<file path="src/rtl/pixpack_pkg.sv">
package pixpack_pkg;

    localparam int DEF_PIX_W = 16;
    localparam int DEF_LANES = 8;
    localparam int DEF_H_PIX = 1280;
    localparam int DEF_V_PIX = 720;

    // Width needed to index n items, never less than one bit.
    function automatic int idx_width(input int n);
        return (n > 1) ? $clog2(n) : 1;
    endfunction

endpackage

</file>
<file path="src/rtl/pp_frame_end.sv">
module pp_frame_end
    import pixpack_pkg::*;
#(
    parameter int H_PIX  = DEF_H_PIX,
    parameter int V_PIX  = DEF_V_PIX,
    parameter int HPOS_W = idx_width(DEF_H_PIX),
    parameter int VPOS_W = idx_width(DEF_V_PIX)
) (
    input  logic [HPOS_W-1:0] hpos,
    input  logic [VPOS_W-1:0] vpos,
    output logic              is_end
);
    localparam logic [HPOS_W-1:0] H_LAST = HPOS_W'(H_PIX - 1);
    localparam logic [VPOS_W-1:0] V_LAST = VPOS_W'(V_PIX - 1);

    assign is_end = (hpos == H_LAST) && (vpos == V_LAST);
endmodule

</file>
<file path="src/rtl/pp_lane_gather.sv">
module pp_lane_gather
    import pixpack_pkg::*;
#(
    parameter int PIX_W = DEF_PIX_W,
    parameter int LANES = DEF_LANES
) (
    input  logic                   clk,
    input  logic                   rst,
    input  logic                   take,
    input  logic [PIX_W-1:0]       pixel,
    input  logic                   flush,
    output logic [PIX_W*LANES-1:0] word_next,
    output logic                   word_done
);
    localparam int CNT_W = idx_width(LANES);
    localparam logic [CNT_W-1:0] CNT_TOP = CNT_W'(LANES - 1);

    logic [CNT_W-1:0] slot_q;
    logic [PIX_W-1:0] lane_q [LANES];

    // Assemble the word as it would look with the incoming pixel placed.
    for (genvar j = 0; j < LANES; j++) begin : g_lane
        localparam logic [CNT_W-1:0] J_IDX = CNT_W'(j);
        assign word_next[j*PIX_W +: PIX_W] = (slot_q == J_IDX) ? pixel : lane_q[j];
    end

    assign word_done = take && ((slot_q == CNT_TOP) || flush);

    always_ff @(posedge clk) begin
        if (rst || word_done) begin
            slot_q <= '0;
            for (int k = 0; k < LANES; k++) lane_q[k] <= '0;
        end else if (take) begin
            lane_q[slot_q] <= pixel;
            slot_q         <= slot_q + 1'b1;
        end
    end
endmodule

</file>
<file path="src/rtl/pp_word_hold.sv">
module pp_word_hold
    import pixpack_pkg::*;
#(
    parameter int WORD_W = DEF_PIX_W * DEF_LANES
) (
    input  logic              clk,
    input  logic              rst,
    input  logic              load,
    input  logic [WORD_W-1:0] word,
    input  logic              last,
    input  logic              out_ready,
    output logic              out_valid,
    output logic [WORD_W-1:0] out_data,
    output logic              out_last
);
    always_ff @(posedge clk) begin
        if (rst) begin
            out_valid <= 1'b0;
            out_data  <= '0;
            out_last  <= 1'b0;
        end else if (load) begin
            out_valid <= 1'b1;
            out_data  <= word;
            out_last  <= last;
        end else if (out_ready) begin
            out_valid <= 1'b0;
        end
    end
endmodule

</file>
<file path="src/rtl/pixel_word_packer.sv">
module pixel_word_packer
    import pixpack_pkg::*;
#(
    parameter int PIX_W  = DEF_PIX_W,
    parameter int LANES  = DEF_LANES,
    parameter int H_PIX  = DEF_H_PIX,
    parameter int V_PIX  = DEF_V_PIX,
    parameter int HPOS_W = idx_width(H_PIX),
    parameter int VPOS_W = idx_width(V_PIX)
) (
    input  logic                   clk,
    input  logic                   rst,
    input  logic                   in_valid,
    output logic                   in_ready,
    input  logic [PIX_W-1:0]       in_pixel,
    input  logic [HPOS_W-1:0]      in_hpos,
    input  logic [VPOS_W-1:0]      in_vpos,
    output logic                   out_valid,
    input  logic                   out_ready,
    output logic [PIX_W*LANES-1:0] out_data,
    output logic                   out_last
);
    localparam int WORD_W = PIX_W * LANES;

    logic              take;
    logic              frame_end;
    logic              word_done;
    logic [WORD_W-1:0] word_next;

    assign in_ready = !out_valid || out_ready;
    assign take     = in_valid && in_ready;

    pp_frame_end #(
        .H_PIX(H_PIX), .V_PIX(V_PIX), .HPOS_W(HPOS_W), .VPOS_W(VPOS_W)
    ) u_end (
        .hpos(in_hpos), .vpos(in_vpos), .is_end(frame_end)
    );

    pp_lane_gather #(.PIX_W(PIX_W), .LANES(LANES)) u_gather (
        .clk(clk), .rst(rst), .take(take), .pixel(in_pixel),
        .flush(frame_end), .word_next(word_next), .word_done(word_done)
    );

    pp_word_hold #(.WORD_W(WORD_W)) u_hold (
        .clk(clk), .rst(rst), .load(word_done), .word(word_next),
        .last(frame_end), .out_ready(out_ready),
        .out_valid(out_valid), .out_data(out_data), .out_last(out_last)
    );
endmodule

</file>
<file path="config.mk">
export PLATFORM = sky130hd
export DESIGN_NAME = pixel_word_packer
export DESIGN_NICKNAME = d
export VERILOG_FILES = /design/src/rtl/pixpack_pkg.sv /design/src/rtl/pp_frame_end.sv /design/src/rtl/pp_lane_gather.sv /design/src/rtl/pp_word_hold.sv /design/src/rtl/pixel_word_packer.sv
export SDC_FILE = /design/constraint.sdc
export NUM_CORES = 1
export LEC_CHECK = 0
export ABC_AREA = 1
export BUFFER_PORTS_ARGS = -buffer_cell sky130_fd_sc_hd__buf_2
export CORE_MARGIN = 2
export CORE_UTILIZATION = 62
export DETAILED_ROUTE_END_ITERATION = 8
export GPL_ROUTABILITY_DRIVEN = 0
export HOLD_SLACK_MARGIN = 0.05
export PLACE_DENSITY = 0.82
export SYNTH_ARGS = -nofsm -noshare
export SYNTH_HDL_FRONTEND = slang
export SYNTH_SLANG_ARGS = --single-unit
</file>
<file path="constraint.sdc">
create_clock -name clk -period 5.48 [get_ports clk]
set_input_delay 1.37 -clock clk [delete_from_list [all_inputs] [get_ports clk]]
set_output_delay 1.37 -clock clk [all_outputs]
set_load 0.05 [all_outputs]
</file>
# Word-level counts from Yosys, hierarchy flattened
# Memory sizes are Yosys's and may differ from the RTL's.
# Index checks and enable logic that the tools add are counted.
# word_totals
ff_bits	133
latchBits	0
ram_bits	128
romBits	0
inputBits	41
mem_count	1
# classes
n_addsub	1
mul	0
div	0
magnitude_cmp	0
n_eq_ne	9
n_shift	0
muxes	18
bitwise	0
n_reduce_logical	10
# memory_table
memory	depth	word_bits	read_ports	rd_ports_with_merged_regs	wr	line	text
u_gather.lane_q	8	16	8	0	8	pp_lane_gather.sv:19	logic [PIX_W-1:0] lane_q [LANES];
# op_table
cell	n
16-bit 2-to-1 mux	9
16-bit OR reduction	1
3-bit == test (second input constant)	4
11-bit == test (second input constant)	1
10-bit == test (second input constant)	1
1-bit 2-to-1 mux	8
3-bit by 2-bit == test with 1-bit output (second input constant)	2
3-bit by 1-bit adder with 3-bit output (second input constant)	1
3-bit by 1-bit == test with 1-bit output (second input constant)	1
1-bit logical AND	3
3-bit zero test	1
1-bit logical OR	3
3-bit 2-to-1 mux	1
2-bit nonzero test	1
1-bit zero test	1

# Depth between registers and ports, before layout
# logic_depth
ltp_word	9
depth_mapped	11
mapped_depth_nobuf	9

# By module
# A second synthesis with hierarchy kept.
# hier_totals
cells_unflattened	1236
hier_area_um2	11151.9
# modules_own_cells
module	n_inst	cells_per_inst	area_per_inst_um2
pp_lane_gather	1	645	6558.8
pp_word_hold	1	564	4471.8
pp_frame_end	1	23	101.3
pixel_word_packer	1	4	20.0

# Worst setup path before layout
# No wires, ideal clock.
# synth_timing
path_kind	input to register
start	in out_ready
end	mem u_gather.lane_q[3][0] (netlist bit), enable pin
setup_ns	0.375
arrival_ns	2.832
required_ns	5.105
slack_ns	2.273
path_stages	7
path_cell_list	inv_1 > nand2_2 > nand2_4 > nor3_4 > nand4_2 > buf_2 > nand3_1
# synth_rtl
item	line	text
start: declaration	pixel_word_packer.sv:19	input logic out_ready,
end: declaration	pp_lane_gather.sv:19	

==> results.txt <==
The buffer depth of the longest clock path came out at 3. The clock transition at the register clock pins on the worst setup and hold paths after CTS came out at 60 ps. Entering global routing, the biggest net connects 183 pins. The finished layout holds 1818 standard cells, fillers aside. The setup fix buffers added after clock tree synthesis is 0. The sum of routed wire length over all layers is 28700 um. The highest fanout seen on the critical path is 94.

The share of Yosys cell area claimed by the top area cell type is 31.8%. Walking the worst path, the cells encountered are ha_1 -> ha_1 -> inv_2 -> nand2_8 -> nand2_1 -> nand3_1. The later-pin clock latency in the skew report is 530 ps. The core region area came out at 19300 um^2. The via count of the first global-routing pass came out at 9051.

The top cell types in the final layout, fill and taps aside, are 251 x nand2_1, 201 x nor2_1, 171 x buf_2. The area added between synthesis and finish came out at 12.4%. The number of H-tree levels came out at 1.

Once layout is done, the placed cells without fillers occupy 13600 um^2. STA classifies the critical path startpoint as a register. The TritonCTS clock tree is done. The share of the core filled with cells in the final layout is 70.5%. The number of hold violations in the final report came out at 0. The cell area after synthesis is 12100 um^2. Clock tree synthesis selected as its root buffer the cell clkbuf_16. The peak per-stage delay on the critical path is 850 ps. The start point of the worst hold path is u_hold.out_data[78].

The total setup violations reported at the end of the flow is 0. The final clock period utilization by the worst path came out at 69.3%. In the global route stage, overall resource usage came out at 27.5%.

For the pin with the worst max-slew slack, the measured transition is 1030 ps. The count of antenna-violating nets left after detailed routing is 0. The design draws 4.30 mW. The HPWL after detailed placement is 17300 um. The total placed cells including tap cells is 1770. After detailed routing, the number of remaining DRC violations is 0. The most area-hungry cell type in the Yosys netlist is edfxtp_1.

The detailed router finished its first iteration with 1082 violations. The net count after synthesis is 1497. Synthesis instantiated 29 different standard cells from the library. For this design the ratio of total power to cell area is 316 nW/um^2. The number of antenna violations at the first check in global routing is 0. By instance count, the cell type seen most on the critical path is ha_1. The die outline area came out at 20600 um^2. The fmax came out at 0.263 GHz. The total via count after detailed routing came out at 10.0k.

The shortest period the worst path allows is 3800 ps. The post-placement cell area came out at 12700 um^2. The final global-route overflow total came out at 0. Synthesis produced 1450 cells.

The length of the first detailed-routing pass in iterations came out at 5. The floorplan has 51 rows. The number of max-capacitance violations reported is 0. STA classifies the critical path endpoint as a register. The critical path in this run is classified as register to register.

The count of boundary I/O pins came out at 172. The worst-path cell with the longest stage delay is ha_1. The static leakage power is 5.96 nW. The start point of the critical path is u_gather.slot_q[1]. The count of instances resized after the clock tree is built came out at 0. The net count reported at finish is 1580. The run finished with clean final reports. The data required time at the worst endpoint came out at 5640 ps.

The via density per instance is 5.50. VDD sags by at most 230 uV. Setup repair after global routing left no endpoint under its margin.

The fraction of the yosys area taken by sequential cells came out at 53.8%. For this run, the number of Yosys warnings is 0. The synthesized design contains 261 register bits. Of the cells placed in the final design, the portion with a size suffix greater than 1 is 15.0%.

The tightest min-delay check is of the register to register type. The count of buffers added on input and output ports is 171. The mean instance size in the synthesized netlist came out at 8.33 um^2. The quantity of hold-fixing buffers added after cts is 0. Headroom to the max-slew limit came out at 31.3%. The total clock buffers created by CTS is 26. Fill cells in the final layout number 1528. The clock sink count is 261.

The final count of pins violating max slew is 0. The worst register-to-register path begins at u_gather.slot_q[1]. The final antenna diode count is 0. The arrival time at the worst endpoint is 3960 ps.

Across the routed clock network, the largest skew measured is 15.5 ps. From left edge to right edge, the die measures 144 um. The effective utilization at floorplan is 62.7%.

In the post-synthesis netlist, the biggest area contributors are edfxtp_1 32%, dfxtp_1 22%, nand2_1 7.8%. The average wire length per cell after detail routing is 15.8 um. The height of the die is 144 um. The global-route wire length before repair came out at 45400 um. The most common cell after layout, fill and taps aside is nand2_1. The sum of negative setup slack came out at 0 ps.
==> layer usage <==
layer	part of all wire (%)	vias to the layer above	wire length (um)	GRT usage, %
met4	3.0	0	864	10.0
li1	-	4917	-	-
met1	43	4584	12300	38.5
met2	46	445	13300	43.4
met5	0	-	0	0
met3	8.0	57	2310	4.63
==> layout make-up <==
class / count / area, um^2 / share of cell area [%]
Multi-Input combinational cell: 933 / 4410 / 32.5
Clock buffer: 35 / 716 / 5.27
Tap cell: 265 / 332 / 2.44
Clock inverter: 13 / 186 / 1.37
Sequential cell: 261 / 6510 / 47.9
Inverter: 131 / 499 / 3.67
Timing Repair Buffer: 180 / 936 / 6.89
==> final timing paths <==
check                                              to  slack [ps]  depth (start not counted)
worst max register to register  u_gather.lane_q[5][7]        1680                          6
worst max-delay path            u_gather.lane_q[5][7]        1680                          6
worst min-delay path              u_hold.out_data[78]         470                          2
worst min register to register    u_hold.out_data[78]         470                          2
==> per-stage QoR <==
step | hold WS (ps) | setup slack (ps)
after global routing | 489 | 1410
after detailed placement | 462 | 1570
final | 474 | 1680
after global placement | 454 | 1640
after floorplan | 560 | 2270
after CTS | 477 | 1720
==> cell usage after synthesis, drive strengths merged <==
library cell / instances
nand3: 134
o21ai: 98
xor2: 1
clkbuf: 39
dfxtp: 133
mux2i: 32
clkinv: 1
nand4: 6
inv: 130
nand2: 254
edfxtp: 128
nor2: 204
buf: 86
nor3: 65
a21oi: 129
o211ai: 4
ha: 6
==> worst max-delay path, delay by kind of cell, from the launching register on <==
family	cells	cell delay [ps]
and+or+nand+nor	3	1630
adders and majority gates	2	1070
DFF	1	430
buffers and inverters	1	290
==> flip-flops by register name, summed over array words and instances (netlist names) <==
signal / count
u_hold.out_data: 128
u_gather.lane_q: 128
u_hold.out_last: 1
u_hold.out_valid: 1
u_gather.slot_q: 3
==> logic make-up (layout without fill, tap and decap cells) <==
family | count (synthesis) | after routing | synth area share, %
and+or+nand+nor | 663 | 663 | 23.4
xor gates and xnor gates | 1 | 1 | 0.0725
buffers and inverters | 256 | 359 | 9.72
muxes | 32 | 32 | 2.65
AOI/OAI and AO/OA | 231 | 231 | 9.65
DFF | 261 | 261 | 53.8
adders and majority gates | 6 | 6 | 0.621
==> power by group <==
group | switching, mW | total [mW] | internal [mW]
clock | 0.726 | 1.87 | 1.15
sequential | 0.0160 | 2.11 | 2.10
combinational | 0.237 | 0.312 | 0.0750
total | 0.979 | 4.30 | 3.32
Note: power is estimated with default switching activity, not from simulation.
